===== src/rtl/vf_sequencer.sv =====
module vf_sequencer #(
  parameter int VW      = 5,
  parameter int FW      = 4,
  parameter int TMO_CYC = 2000
) (
  input  logic          clk,
  input  logic          rst_n,
  input  logic          req_valid,
  input  logic [FW-1:0] req_fcode,
  input  logic          volt_settled,
  input  logic          pll_locked,
  output logic [VW-1:0] vcode,
  output logic [FW-1:0] fcode,
  output logic          core_stall,
  output logic          busy,
  output logic          timeout_err
);
  localparam int NV = 1 << VW;
  localparam int NF = 1 << FW;
  localparam int TW = $clog2(TMO_CYC + 1);

  typedef enum logic [2:0] {S_IDLE, S_VSTEP, S_VWAIT, S_FJUMP, S_LOCK} st_t;

  function automatic logic [VW-1:0] vfloor(input logic [FW-1:0] f);
    int t;
    t = (int'(f) * (NV - 1) + NF - 2) / (NF - 1);
    return t[VW-1:0];
  endfunction

  st_t           st;
  logic          pend, lowering;
  logic [FW-1:0] pend_f, goal_f;
  logic [VW-1:0] goal_v;
  logic [TW-1:0] tcnt;

  wire tmo_hit = (tcnt == TW'(TMO_CYC - 1));

  assign core_stall = (st == S_LOCK);
  assign busy       = (st != S_IDLE) || pend;

  always_ff @(posedge clk or negedge rst_n) begin
    if (!rst_n) begin
      st          <= S_IDLE;
      pend        <= 1'b0;
      pend_f      <= '0;
      goal_f      <= '0;
      goal_v      <= '0;
      lowering    <= 1'b0;
      tcnt        <= '0;
      vcode       <= '0;
      fcode       <= '0;
      timeout_err <= 1'b0;
    end else begin
      if (req_valid) begin
        pend   <= 1'b1;
        pend_f <= req_fcode;
      end
      case (st)
        S_IDLE: if (pend) begin
          if (!req_valid) pend <= 1'b0;
          goal_f <= pend_f;
          goal_v <= vfloor(pend_f);
          if (pend_f != fcode) begin
            timeout_err <= 1'b0;
            if (pend_f > fcode) begin
              lowering <= 1'b0;
              st       <= (vfloor(pend_f) > vcode) ? S_VSTEP : S_FJUMP;
            end else begin
              lowering <= 1'b1;
              st       <= S_FJUMP;
            end
          end
        end
        S_VSTEP: begin
          vcode <= (vcode < goal_v) ? vcode + 1'b1 : vcode - 1'b1;
          tcnt  <= '0;
          st    <= S_VWAIT;
        end
        S_VWAIT: begin
          if (volt_settled) begin
            if (vcode != goal_v) st <= S_VSTEP;
            else                 st <= lowering ? S_IDLE : S_FJUMP;
          end else if (tmo_hit) begin
            timeout_err <= 1'b1;
            st          <= S_IDLE;
          end else begin
            tcnt <= tcnt + 1'b1;
          end
        end
        S_FJUMP: begin
          fcode <= goal_f;
          tcnt  <= '0;
          st    <= S_LOCK;
        end
        S_LOCK: begin
          if (pll_locked) begin
            st <= (lowering && vcode > goal_v) ? S_VSTEP : S_IDLE;
          end else if (tmo_hit) begin
            timeout_err <= 1'b1;
            st          <= S_IDLE;
          end else begin
            tcnt <= tcnt + 1'b1;
          end
        end
        default: st <= S_IDLE;
      endcase
    end
  end
endmodule



===== config.mk =====
export PLATFORM = sky130hd
export DESIGN_NAME = vf_sequencer
export DESIGN_NICKNAME = d
export VERILOG_FILES = /design/src/rtl/vf_sequencer.sv
export SDC_FILE = /design/constraint.sdc
export NUM_CORES = 1
export LEC_CHECK = 0
export ABC_AREA = 0
export BUFFER_PORTS_ARGS = -buffer_cell sky130_fd_sc_hd__buf_4
export CAP_MARGIN = 20
export CORE_ASPECT_RATIO = 0.75
export CORE_MARGIN = 4
export CORE_UTILIZATION = 60
export CTS_CLUSTER_SIZE = 20
export DETAILED_ROUTE_END_ITERATION = 16
export PLACE_DENSITY = 0.88
export SLEW_MARGIN = 20
export SYNTH_ARGS = -nofsm -noshare
export SYNTH_HDL_FRONTEND = slang
export SYNTH_SLANG_ARGS = --single-unit
export TNS_END_PERCENT = 30

===== constraint.sdc =====
create_clock -name clk -period 16.85 [get_ports clk]
set_input_delay 1.685 -clock clk [delete_from_list [all_inputs] [get_ports clk]]
set_output_delay 1.685 -clock clk [all_outputs]
set_load 0.03 [all_outputs]

# Word-level counts from Yosys, hierarchy flattened
# Cells that the tools add are included.
# word_totals
reg_bits	39
in_bits	9
out_inout_bits	12
wordCells	71
# classes
add_sub_neg	5
mul	1
n_div	1
n_lt_le_gt_ge	4
eq_ne	11
mux	27
n_reduce_logical	12
# ops
op	count
two-way mux 11 bit	3
case mux 11 bit (3 select lines)	1
divider 32 x 5 -> 32 bit (second input constant)	1
two-way mux 3 bit	5
case mux 3 bit (5 select lines)	1
adder 11 x 1 -> 11 bit (second input constant)	1
equality test 11 bit (second input constant)	1
two-way mux 1 bit	11
subtractor 10 x 2 -> 11 bit (second input constant)	1
adder 9 x 5 -> 10 bit (second input constant)	1
greater-than comparator 5 bit	2
multiplier 4 x 5 -> 9 bit (second input constant)	1
nonzero test 3 bit	3
two-way mux 2 bit	4
inequality test 2 bit (second input constant)	4
equality test 3 x 2 -> 1 bit (second input constant)	2
AND reduction 3 bit	2
adder 5 x 1 -> 5 bit (second input constant)	1
less-than comparator 5 bit	1
two-way mux 5 bit	1
inequality test 5 bit	1
AND reduction 5 bit	1
subtractor 5 x 1 -> 5 bit (second input constant)	1
greater-than comparator 4 bit	1
9 further kinds	10

# Logic depth before layout (Yosys ltp)
# depth
ltp_word	10
depth_mapped	39
depth_no_buf	37

# Worst setup path before layout
# No wires, ideal clock.
# synth_timing
kind	reg2reg
start	register pend_f[1]
end	register st[1]
setup_ps	86
t_arrival_ps	7129
slack_ps	9635
stages_incl_launch_ff	38
period_less_slack_ps	7215
path_cell_list	dfrtp_1 -> fa_1 -> inv_1 -> fa_1 -> inv_1 -> ha_1 -> ha_1 -> buf_6 -> nor2b_4 -> a2111o_1 -> a311o_1 -> o221a_4 -> nor2_1 -> ha_1 -> nand2b_1 -> nor3_1 -> nand3_1 -> a31oi_1 -> [... 2 more ...] -> a21oi_1 -> nor2_1 -> o311ai_0 -> o21ai_0 -> ha_1 -> a41oi_1 -> o31ai_1 -> a211oi_1 -> or4b_4 -> nand2_1 -> ha_1 -> nor2b_1 -> o21a_1 -> o21ai_0 -> nand2b_1 -> a21oi_1 -> nor3_1 -> nor3_1
# synth_via
elab_chain_cells	10
word_cells_on_any_way	14
# synth_rtl
element	line_no	rtl
from (decl)	32	logic [FW-1:0] pend_f, goal_f;
from (signal assigned)	56	pend_f <= req_fcode;
multiplier 4 x 5 -> 9 bit	26	t = (int'(f) * (NV - 1) + NF - 2) / (NF - 1);
adder 9 x 5 -> 10 bit	26	
subtractor 10 x 2 -> 11 bit	26	
divider 32 x 5 -> 32 bit	26	
greater-than comparator 5 bit	67	st <= (vfloor(pend_f) > vcode) ? S_VSTEP : S_FJUMP;
two-way mux 2 bit	67	
two-way mux 2 bit	65	if (pend_f > fcode) begin
two-way mux 3 bit	63	if (pend_f != fcode) begin
two-way mux 3 bit	59	S_IDLE: if (pend) begin
case mux 3 bit (5 select lines)	58	case (st)
to (signal assigned)	67	
to (signal assigned)	82	else st <= lowering ? S_IDLE : S_FJUMP;
to (signal assigned)	97	st <= (lowering && vcode > goal_v) ? S_VSTEP : S_IDLE;
to (decl)	30	st_t st;
# Parallel ways exist; a longest one is shown, timed or not. The select of a mux whose other input is x is not followed.
# A chain may end at the register's enable or synchronous reset.

# Worst setup path in the final report
# layout_timing
start	register pend_f[2]
end	register st[1]
# The elaborated chain is that of the path after synthesis.

==> impl_metrics.tcl <==
set metrics [dict create \
    worstHoldStart "goal_f[2]" \
    post-cts-setup-buffers 0 \
    clock_latency_ns 0.29 \
    finalSetupViolCount 0 \
    grt_pass1_wl_um 17200 \
    gr-usage-met3_pct 4.50 \
    pre_cts_ws_ns 8.81 \
    startpoint_type "register" \
    wire_per_inst_um 17.6 \
    ctsResizeCount 0 \
    num_rows 26 \
    viasPerCell 6.54 \
    die_y_um 80.3 \
    rsz0062_at_grt "no" \
    synthFlopType "dfrtp_1" \
    cts_hold_buf 0 \
    crit_start "pend_f[2]" \
    dieWidth_um 104 \
    max_clock_freq_ghz 0.122 \
    cp_num_buf_inv 2 \
    use_met2_pct 40.8 \
    cap_violations 0 \
    critPathKind "reg -> reg" \
    synth_common_cells "ha_1 (40), dfrtp_1 (39), nor2_1 (39)" \
    status "complete, no violations" \
    ioPinCount 21 \
    finalSetupTns_ns 0 \
    cts_sinks 39 \
    cts_buffers 5 \
    drc 0 \
    worst-path-max-fanout 10 \
    overflow 0 \
    yosysTopAreaCell "dfrtp_1" \
    skew_ns 0.00627 \
    synth_top_area_share_pct 23.3 \
    ys_top_cells_by_area "dfrtp_1 (23%), ha_1 (12%), o21ai_0 (4.2%), nor2_1 (3.5%), nand2_1 (3.3%)" \
    final_hold_viol_count 0 \
    synth_cell_type_count 81 \
    r2r_start "pend_f[2]" \
    routed-via-count 3785 \
    coreArea_um2 6800 \
    final_nets 549 \
    slowest_delay_ns 0.56 \
    drtIter0Drc 313 \
    worstMarginPinSlew_ns 0.772 \
    drive_gt1_share_pct 16.2 \
    ys_ff_latch 39 \
    gp_congestion 0.921 \
    root_buffer "clkbuf_8" \
    cp-end-kind "register" \
    yosysWarnings 0 \
    clk_pin_slew_ns 0.08 \
    die_area_um2 8380 \
    slowest_stage "dfrtp_1" \
    fin_ws_ns 8.64 \
    grt_most_used_layer "met2" \
    grt.met1_usage_pct 34.5 \
    slew_violations 0 \
    dp_hpwl_um 7890 \
    relSlewSlack_pct 48.4 \
    first_global_vias 3599 \
    synth-edff-count 0 \
    areaGrowthSynthToFinish_pct 6.20 \
    antenna_cells 0 \
    synth.yosys.seq_area_share_pct 23.3 \
    min_period_over_period_pct 48.7 \
    h-tree-depth 2 \
    crit_arrival_ns 8.38 \
    cts_tree "yes" \
    wirelength_um 10200 \
    cp.required_ns 17.02 \
    cpMostUsedCell "ha_1" \
    io_buffers 20 \
    antenna_found_initial 0 \
    start_util_pct 61.5 \
    clockBufferDepth 2 \
    syn-num-nets 538 \
    critPathTopFamily "compound AO/OA/AOI/OAI gates" \
    synth_most_common_cell "ha_1" \
    min_path_type "reg -> reg" \
    syn_area_um2 4180 \
    grt_max_degree 40 \
    syn_inst 483 \
    final_antenna_net_count 0 \
    drtPass1Iterations 5 \
    syn_avg_cell_area_um2 8.65 \
    synthArstFlopShare_pct 100 \
    min_period_ns 8.21 \
    grt_usage_pct 24.7 \
]
logic make-up after synthesis:
| family | Yosys count | share of synthesized area (%) |
|---|---|---|
| compound gates | 153 | 26.4 |
| xor+xnor | 24 | 6.02 |
| fa+ha+maj | 46 | 14.8 |
| buf+inv | 48 | 5.57 |
| flops | 39 | 23.3 |
| mux | 12 | 3.14 |
| simple gates | 161 | 20.7 |
flip-flops by register name, summed over array words and instances (netlist names):
name and cells:
vcode 5, lowering 1, tcnt 11, goal_v 5, pend 1, timeout_err 1, pend_f 4, st 3
fcode 4, goal_f 4
stage by stage:
step	instance area [µm²]	utilization, %	instances	hold WS, ns
2_1_floorplan	4180	-	483	0.472
3_3_place_gp	4320	63.5	570	0.487
3_5_place_dp	4320	63.5	570	0.493
4_1_cts	4430	65.2	578	0.511
5_1_grt	4440	65.3	579	0.520
6_report	4440	65.3	579	0.510
placed cells by master, fill, tap and decap left out, types with 8 or more instances in the layout:
cell	count
inv_1	29
mux2_2	9
nand2_1	37
a21oi_1	27
a21o_1	9
nand2b_1	10
o21ai_0	35
xnor2_1	13
nand3_1	14
buf_4	20
nor2_1	38
dfrtp_1	39
ha_1	40
nor3_1	13
o21a_1	8
a211oi_1	8
final cells by class:
class / count / area (µm²)
Clock buffer: 5 / 68.8
Clock inverter: 3 / 43.8
Fill cell: 551 / 2360
Inverter: 31 / 116
Multi-Input combinational cell: 396 / 2970
Sequential cell: 39 / 976
Tap cell: 84 / 105
Timing Repair Buffer: 21 / 155
metal layers:
layer | wire length [µm] | vias to the layer above
li1 | - | 1789
met1 | 4650 | 1813
met2 | 4600 | 168
met3 | 788 | 15
met4 | 130 | 0
met5 | 0 | -
final timing paths:
| check | slack [ns] | cells after the start | end |
|---|---|---|---|
| worst max register to register | 8.64 | 37 | st[1] |
| worst min-delay path | 0.51 | 1 | goal_f[2] |
| max in group asynchronous | 15.14 | 1 | fcode[1] |
| worst min register to register | 0.51 | 1 | goal_f[2] |
| min in group asynchronous | 1.35 | 1 | tcnt[9] |
| worst max-delay path | 8.64 | 37 | st[1] |
Power is left out: the tool's default activity adds up to more than one toggle a clock period on the data nets, which glitch-free logic cannot reach.
